## config.mk

```make
export PLATFORM = sky130hd
export DESIGN_NAME = tmr_gate_ctl
export DESIGN_NICKNAME = d
export VERILOG_FILES = /design/src/rtl/tgc_pkg.sv /design/src/rtl/tgc_sync.sv /design/src/rtl/tgc_cond.sv /design/src/rtl/tgc_counter.sv /design/src/rtl/tmr_gate_ctl.sv
export SDC_FILE = /design/constraint.sdc
export NUM_CORES = 1
export LEC_CHECK = 0
export BUFFER_PORTS_ARGS = -buffer_cell sky130_fd_sc_hd__buf_2
export CAP_MARGIN = 40
export CELL_PAD_IN_SITES_DETAIL_PLACEMENT = 2
export CELL_PAD_IN_SITES_GLOBAL_PLACEMENT = 2
export CORE_ASPECT_RATIO = 1.25
export CORE_UTILIZATION = 30
export DETAILED_ROUTE_END_ITERATION = 10
export GPL_ROUTABILITY_DRIVEN = 0
export PLACE_DENSITY = 0.74
export SLEW_MARGIN = 15
export SYNTH_ARGS = -nofsm -noshare
export SYNTH_HDL_FRONTEND = slang
export SYNTH_SLANG_ARGS = --single-unit
```

## constraint.sdc

```tcl
create_clock -name clk -period 2 [get_ports clk]
set_input_delay 0.4 -clock clk [delete_from_list [all_inputs] [get_ports clk]]
set_output_delay 0.4 -clock clk [all_outputs]
set_load 0.005 [all_outputs]
```

## src/rtl/tgc_pkg.sv

```systemverilog
package tgc_pkg;
  localparam int CTRL_W    = 8;
  localparam int F_GATE_ON = 7;
  localparam int F_LVL_HI  = 6;
  localparam int F_FLIP    = 5;
  localparam int F_ONESHOT = 4;
  localparam int F_ARM     = 3;
  localparam int F_STATE   = 2;
endpackage

```

## src/rtl/tgc_sync.sv

```systemverilog
module tgc_sync #(
  parameter int STAGES = 2
) (
  input  logic clk,
  input  logic rst,
  input  logic din,
  output logic lvl,
  output logic lvl_d
);
  logic [STAGES-1:0] stg;
  logic              last;

  always_ff @(posedge clk) begin
    if (rst) begin
      stg  <= '0;
      last <= 1'b0;
    end else begin
      stg  <= {stg[STAGES-2:0], din};
      last <= stg[STAGES-1];
    end
  end

  assign lvl   = stg[STAGES-1];
  assign lvl_d = last;
endmodule

```

## src/rtl/tgc_cond.sv

```systemverilog
module tgc_cond (
  input  logic clk,
  input  logic rst,
  input  logic lvl,
  input  logic lvl_d,
  input  logic level_hi,
  input  logic flip_mode,
  input  logic one_shot,
  input  logic arm_wr_en,
  input  logic arm_wr_val,
  output logic arm_q,
  output logic gate_q
);
  logic pa, pa_prev, rise, fall;
  logic tff, sp_open, gate_d;

  // polarity-adjusted gate and its edges
  assign pa      = level_hi ? lvl   : ~lvl;
  assign pa_prev = level_hi ? lvl_d : ~lvl_d;
  assign rise    = pa & ~pa_prev;
  assign fall    = ~pa & pa_prev;

  always_ff @(posedge clk) begin
    if (rst || !flip_mode) tff <= 1'b0;
    else if (rise)         tff <= ~tff;
  end

  always_ff @(posedge clk) begin
    if (rst)                    arm_q <= 1'b0;
    else if (arm_wr_en)         arm_q <= arm_wr_val;
    else if (!one_shot)         arm_q <= 1'b0;
    else if (sp_open && fall)   arm_q <= 1'b0;
  end

  always_ff @(posedge clk) begin
    if (rst || !one_shot || !arm_q) sp_open <= 1'b0;
    else if (!sp_open && rise)      sp_open <= 1'b1;
    else if (sp_open && fall)       sp_open <= 1'b0;
  end

  always_comb begin
    if (one_shot)       gate_d = sp_open;
    else if (flip_mode) gate_d = tff;
    else                gate_d = pa;
  end

  always_ff @(posedge clk) begin
    if (rst) gate_q <= 1'b0;
    else     gate_q <= gate_d;
  end


  toggle_flip_chk: assert property (@(posedge clk) disable iff (rst)
    (flip_mode && rise) |=> (tff != $past(tff)));

  toggle_clear_chk: assert property (@(posedge clk) disable iff (rst)
    !flip_mode |=> !tff);

  pulse_close_chk: assert property (@(posedge clk) disable iff (rst)
    (one_shot && sp_open && fall && !arm_wr_en) |=> (!arm_q && !sp_open));

  pulse_open_chk: assert property (@(posedge clk) disable iff (rst)
    $rose(sp_open) |-> $past(arm_q));

  arm_drop_chk: assert property (@(posedge clk) disable iff (rst)
    (!one_shot && !arm_wr_en) |=> !arm_q);
endmodule

```

## src/rtl/tgc_counter.sv

```systemverilog
module tgc_counter #(
  parameter int CNT_W = 16
) (
  input  logic             clk,
  input  logic             rst,
  input  logic             inc,
  output logic [CNT_W-1:0] val
);
  always_ff @(posedge clk) begin
    if (rst)      val <= '0;
    else if (inc) val <= val + 1'b1;
  end


  count_step_chk: assert property (@(posedge clk) disable iff (rst)
    inc |=> (val == $past(val) + 1'b1));
endmodule

```

## src/rtl/tmr_gate_ctl.sv

```systemverilog
module tmr_gate_ctl
  import tgc_pkg::*;
#(
  parameter int CNT_W       = 16,
  parameter int SYNC_STAGES = 2
) (
  input  logic              clk,
  input  logic              rst,
  input  logic              cfg_we,
  input  logic [CTRL_W-1:0] cfg_wdata,
  output logic [CTRL_W-1:0] cfg_rdata,
  input  logic              gate_in,
  input  logic              tick_en,
  output logic              cnt_en,
  output logic [CNT_W-1:0]  cnt_val
);
  logic gate_on_q, level_hi_q, flip_q, one_q;
  logic lvl, lvl_d, arm_q, gate_q;
  logic wdata_unused;

  assign wdata_unused = ^cfg_wdata[F_STATE:0];

  always_ff @(posedge clk) begin
    if (rst) begin
      gate_on_q  <= 1'b0;
      level_hi_q <= 1'b0;
      flip_q     <= 1'b0;
      one_q      <= 1'b0;
    end else if (cfg_we) begin
      gate_on_q  <= cfg_wdata[F_GATE_ON];
      level_hi_q <= cfg_wdata[F_LVL_HI];
      flip_q     <= cfg_wdata[F_FLIP];
      one_q      <= cfg_wdata[F_ONESHOT];
    end
  end

  tgc_sync #(.STAGES(SYNC_STAGES)) u_sync (
    .clk(clk), .rst(rst), .din(gate_in), .lvl(lvl), .lvl_d(lvl_d)
  );

  tgc_cond u_cond (
    .clk(clk), .rst(rst), .lvl(lvl), .lvl_d(lvl_d),
    .level_hi(level_hi_q), .flip_mode(flip_q), .one_shot(one_q),
    .arm_wr_en(cfg_we),
    .arm_wr_val(cfg_wdata[F_ARM] & cfg_wdata[F_ONESHOT]),
    .arm_q(arm_q), .gate_q(gate_q)
  );

  always_ff @(posedge clk) begin
    if (rst) begin
      cnt_en    <= 1'b0;
      cfg_rdata <= '0;
    end else begin
      cnt_en    <= tick_en & (~gate_on_q | gate_q);
      cfg_rdata <= {gate_on_q, level_hi_q, flip_q, one_q, arm_q, gate_q, 2'b00};
    end
  end

  tgc_counter #(.CNT_W(CNT_W)) u_cnt (
    .clk(clk), .rst(rst), .inc(cnt_en), .val(cnt_val)
  );


  ungated_follow_chk: assert property (@(posedge clk) disable iff (rst)
    !gate_on_q |=> (cnt_en == $past(tick_en)));

  gated_block_chk: assert property (@(posedge clk) disable iff (rst)
    (gate_on_q && !gate_q) |=> !cnt_en);

  spare_bits_chk: assert property (@(posedge clk) disable iff (rst)
    cfg_rdata[1:0] == 2'b00);
endmodule

```

# ---- After elaboration in Yosys (flattened, before gate mapping)
# Cells that the tools add are included.
dict set report totals {
  input_bits 13
  out_inout_bits 25
  regBits 36
  wordCells 45
}
dict set report op_classes {
  bitwise_logic 11
  muxes 8
  n_eq_ne 1
  add_sub_neg 1
  n_reduce_logical 10
}
# cell n
set op_table {}
lappend op_table {{$add 16x1->16 const B} 1}
lappend op_table {{$mux 1} 8}
lappend op_table {{$not 1->1} 6}
lappend op_table {{$and 1x1->1} 4}
lappend op_table {{$logic_not 1->1} 4}
lappend op_table {{$logic_or 1x1->1} 3}
lappend op_table {{$ne 3x2->1 const B} 1}
lappend op_table {{$logic_and 1x1->1} 2}
lappend op_table {{$reduce_bool 2->1} 1}
lappend op_table {{$or 1x1->1} 1}

# ---- Depth between registers and ports, before layout
dict set report depth {
  word_depth 8
  mapped_depth 5
  depth_no_buf 4
}

# ---- Modules after synthesis
# Synthesis repeated with hierarchy kept, for this count alone.
dict set report hier_totals {
  hier_cells 146
  hier_area_um2 1438.9
}
# module area_each_um2 n_inst cells_each seq_area_each_um2
set by_module_without_submodules {}
lappend by_module_without_submodules {tgc_counter 757.0 1 83 320.3}
lappend by_module_without_submodules {tmr_gate_ctl 376.6 1 33 220.2}
lappend by_module_without_submodules {tgc_cond 226.5 1 24 80.1}
lappend by_module_without_submodules {tgc_sync 78.8 1 6 60.1}

# ---- Worst setup path before layout
# No wires, ideal clock.
dict set report synth_timing {
  kind {register -> register}
  from {register u_cnt.val[0]}
  to {register u_cnt.val[14]}
  arrival_time_ns 1.437
  setup_slack_ns 0.443
  setup_time_ns 0.121
  t_required_ns 1.879
  stages_incl_launch_ff 5
  n_path_buf 0
  period_less_slack_ns 1.557
  path_cell_list {dfxtp_1 > ha_1 > nand4_2 > nor4_1 > mux2_2}
}
dict set report synth_between {
  elab_chain_len 1
}
# item line_no
set synth_rtl {}
lappend synth_rtl {{from (decl)} tgc_counter.sv:7} ;# output logic [CNT_W-1:0] val
lappend synth_rtl {{from (signal assigned)} tgc_counter.sv:11} ;# else if (inc) val <= val + 1'b1;
lappend synth_rtl {{$add 16x1->16} tgc_counter.sv:11}
# Every way passes these cells.
# A chain may end at the register's enable or synchronous reset.

# ---- Final worst setup path
# Same ends and word-level chain as after synthesis.

==> flow_metrics.py <==
metrics = {
    "synthesis": {
        "synth-compound-area-share_pct": 10.7,
        "yosysTopAreaCellShare_pct": 48.6,
        "synth_ff_type": "dfxtp_1",
        "synth_top_family_by_area": "simple AND/OR/NAND/NOR gates",
        "syn_area_mm2": 0.00140,
        "synth_common_cells": "dfxtp_1 (34), nor2b_1 (14), nor2_1 (12)",
        "synth.mux.area_fraction_pct": 5.99,
        "async_reset_ff_share_pct": 0,
        "synth-edff-count": 0,
        "syn_inst": 145,
        "synth_adder_area_share_pct": 0.894,
        "avgSynthCellArea_um2": 9.66,
        "synth_cell_types": 34,
        "synth-xor-area-share_pct": 3.75,
        "synth_area_leaders": "dfxtp_1 (49%), nor2b_1 (6.3%), a21oi_1 (3.6%)",
        "yosysSeqAreaShare_pct": 48.6,
        "synth_most_common_cell": "dfxtp_1",
        "ys_warn_count": 0,
        "synth-simple-area-share_pct": 25.6,
        "yosys.area.top_type": "dfxtp_1",
        "synth_seq_cells": 34,
    },
    "placed_design": {
        "placed_area_mm2": 0.00159,
        "dp_slack_ns": 0.245,
        "post-dp-hpwl_mm": 2.48,
        "port_buffers": 32,
    },
    "global_routing": {
        "grt.overflow.total": 0,
        "grt_max_degree": 28,
        "antenna_found_initial": 0,
        "grt_pass1_vias": 1278,
        "grtUsageTotal_pct": 15.3,
        "grt_pass1_wl_mm": 5.82,
    },
    "worst_setup_path": {
        "start_kind": "flop",
        "cp.arrival_ns": 1.92,
        "cp.required_ns": 2.17,
        "ff2ff_path_depth": 4,
        "crit_path_end_kind": "flop",
        "regToRegStartpoint": "u_cnt.val[0]",
        "worstSetupPathType": "reg2reg",
        "path_max_fanout": 10,
        "crit_start": "u_cnt.val[0]",
    },
    "routing": {
        "drc_errors": 0,
        "drt_iter0_drc": 66,
        "routed_via_density": 5.03,
        "drt_wl_total_mm": 3.40,
        "routedWlPerCell_um": 14.5,
        "ant_nets": 0,
        "drt_pass1_iterations": 3,
        "dr_total_vias": 1182,
    },
    "clock_tree": {
        "post_cts_buffers": 0,
        "cts_resized": 0,
        "ctsRootBufferMaster": "clkbuf_8",
        "cts_buffer_depth": 2,
        "cts_tree": "yes",
        "cts_buffers": 5,
        "clock_sinks": 34,
        "htree_levels": 2,
        "clock_latency_ns": 0.28,
        "clk_pin_slew_ns": 0.06,
        "postCtsHoldBufs": 0,
    },
    "timing": {
        "finalSetupTns_ns": 0,
        "maxSlewViolCount": 0,
        "hold_viol_final": 0,
        "fin_ws_ns": 0.251,
        "rsz0062_at_grt": "no",
        "min_period_ns": 1.75,
        "fmax_mhz": 572,
        "whs_ns": 0.333,
        "fin_skew_ns": 0.00255,
        "period_share_pct": 87.4,
        "setup_violations": 0,
    },
    "status": {
        "status": "finished clean",
    },
    "power": {
        "worst_ir_drop_vdd_v": 0.000381,
        "total_leakage_power_nw": 0.683,
        "power.density_mw_per_mm2": 752,
    },
    "die": {
        "start_util_pct": 31.4,
        "fp.coreArea_mm2": 0.00446,
        "io_pins": 38,
        "die_w_um": 63.1,
        "dieHeight_um": 78.4,
        "dieArea_mm2": 0.00495,
        "rows": 27,
    },
    "worst_hold_path": {
        "holdCritPathClass": "in2reg",
        "min_from": "gate_in",
        "hold_depth": 2,
    },
    "cells_and_area": {
        "drive_gt1_share_pct": 26.0,
        "layout.nets": 191,
        "area_growth_syn_to_layout_pct": 19.0,
        "fin_area_mm2": 0.00167,
        "antenna_cells": 0,
        "postLayoutCoreUtil_pct": 37.4,
    },
    "run": {
        "cap_violations": 0,
    },
}
[cell families after synthesis]
logic type,after synthesis
AO/OA/AOI/OAI,25
XOR/XNOR,6
adder cells (fa/ha/maj),1
buffers and inverters,10
flip-flops,34
multiplexers,8
other,1
AND/OR/NAND/NOR,60
[sequential cells by signal, indices dropped and copies added, names as in the netlist]
name and count:
gate_on_q 1, u_cnt.val 16, u_cond.gate_q 1, cfg_rdata 6, u_sync.lvl_d 1, u_cond.sp_open 1, u_cond.tff 1, level_hi_q 1
one_q 1, u_sync.stg 2, u_cond.arm_q 1, cnt_en 1, flip_q 1
[through the flow]
stage / cells / power, W
global placement: 228 / 0.000796
floorplan: 146 / 0.000774
detailed placement: 228 / 0.000802
CTS: 235 / 0.00127
finish: 235 / 0.00125
global route: 235 / 0.00131
[metal layers]
layer  vias to the layer above  routed length [um]  GRT usage [%]
met3                         5                 120           4.36
met2                        25                1930           29.9
met4                         0                  50           5.58
met5                         -                   0              0
li1                        575                   -              -
met1                       577                1300           14.9
[placed cells by master (no fill, tap or decap), types with 2 or more instances in the layout]
master,synthesis,final
mux2_2,3,3
a21oi_1,10,10
nor2b_1,14,14
or3_2,2,2
dfxtp_1,34,34
clkbuf_1,3,2
nand2_1,6,6
o31ai_1,5,5
buf_2,1,32
clkbuf_8,0,5
nor3b_1,2,2
o21ai_0,5,5
a211oi_1,2,2
xnor2_1,2,2
conb_1,1,2
nor2_1,12,12
nand4_1,8,8
mux2i_1,5,5
or4_1,4,4
nand4_2,2,2
or3_1,3,3
nor4_1,3,3
xor2_1,4,4
[final timing paths]
| path | end | slack (ns) |
|---|---|---|
| setup / recovery | u_cnt.val[14] | 0.25 |
| hold reg to reg | u_sync.stg[1] | 0.45 |
| hold / removal | u_sync.stg[0] | 0.33 |
| setup reg to reg | u_cnt.val[14] | 0.25 |
[power by group]
group	total [W]	switching, W	internal, W
Clock	0.000467	0.000228	0.000239
Combinational	0.0000717	0.0000353	0.0000363
Sequential	0.000714	0.0000173	0.000696
Total	0.00125	0.000281	0.000972
[worst max-delay path, cell delays in order, from the launching register on]
cell	delay [ns]
dfxtp_1	0.41
ha_1	0.22
nand4_2	0.26
nor4_1	0.39
mux2_2	0.37
[cell type report]
cell class,instances,area [um^2]
Clock buffer,7,76.3
Sequential cell,34,681
Inverter,1,3.75
Multi-Input combinational cell,102,666
Fill cell,510,2790
Tap cell,58,72.6
Timing Repair Buffer,33,168
Power figures use the tool's default switching activity.
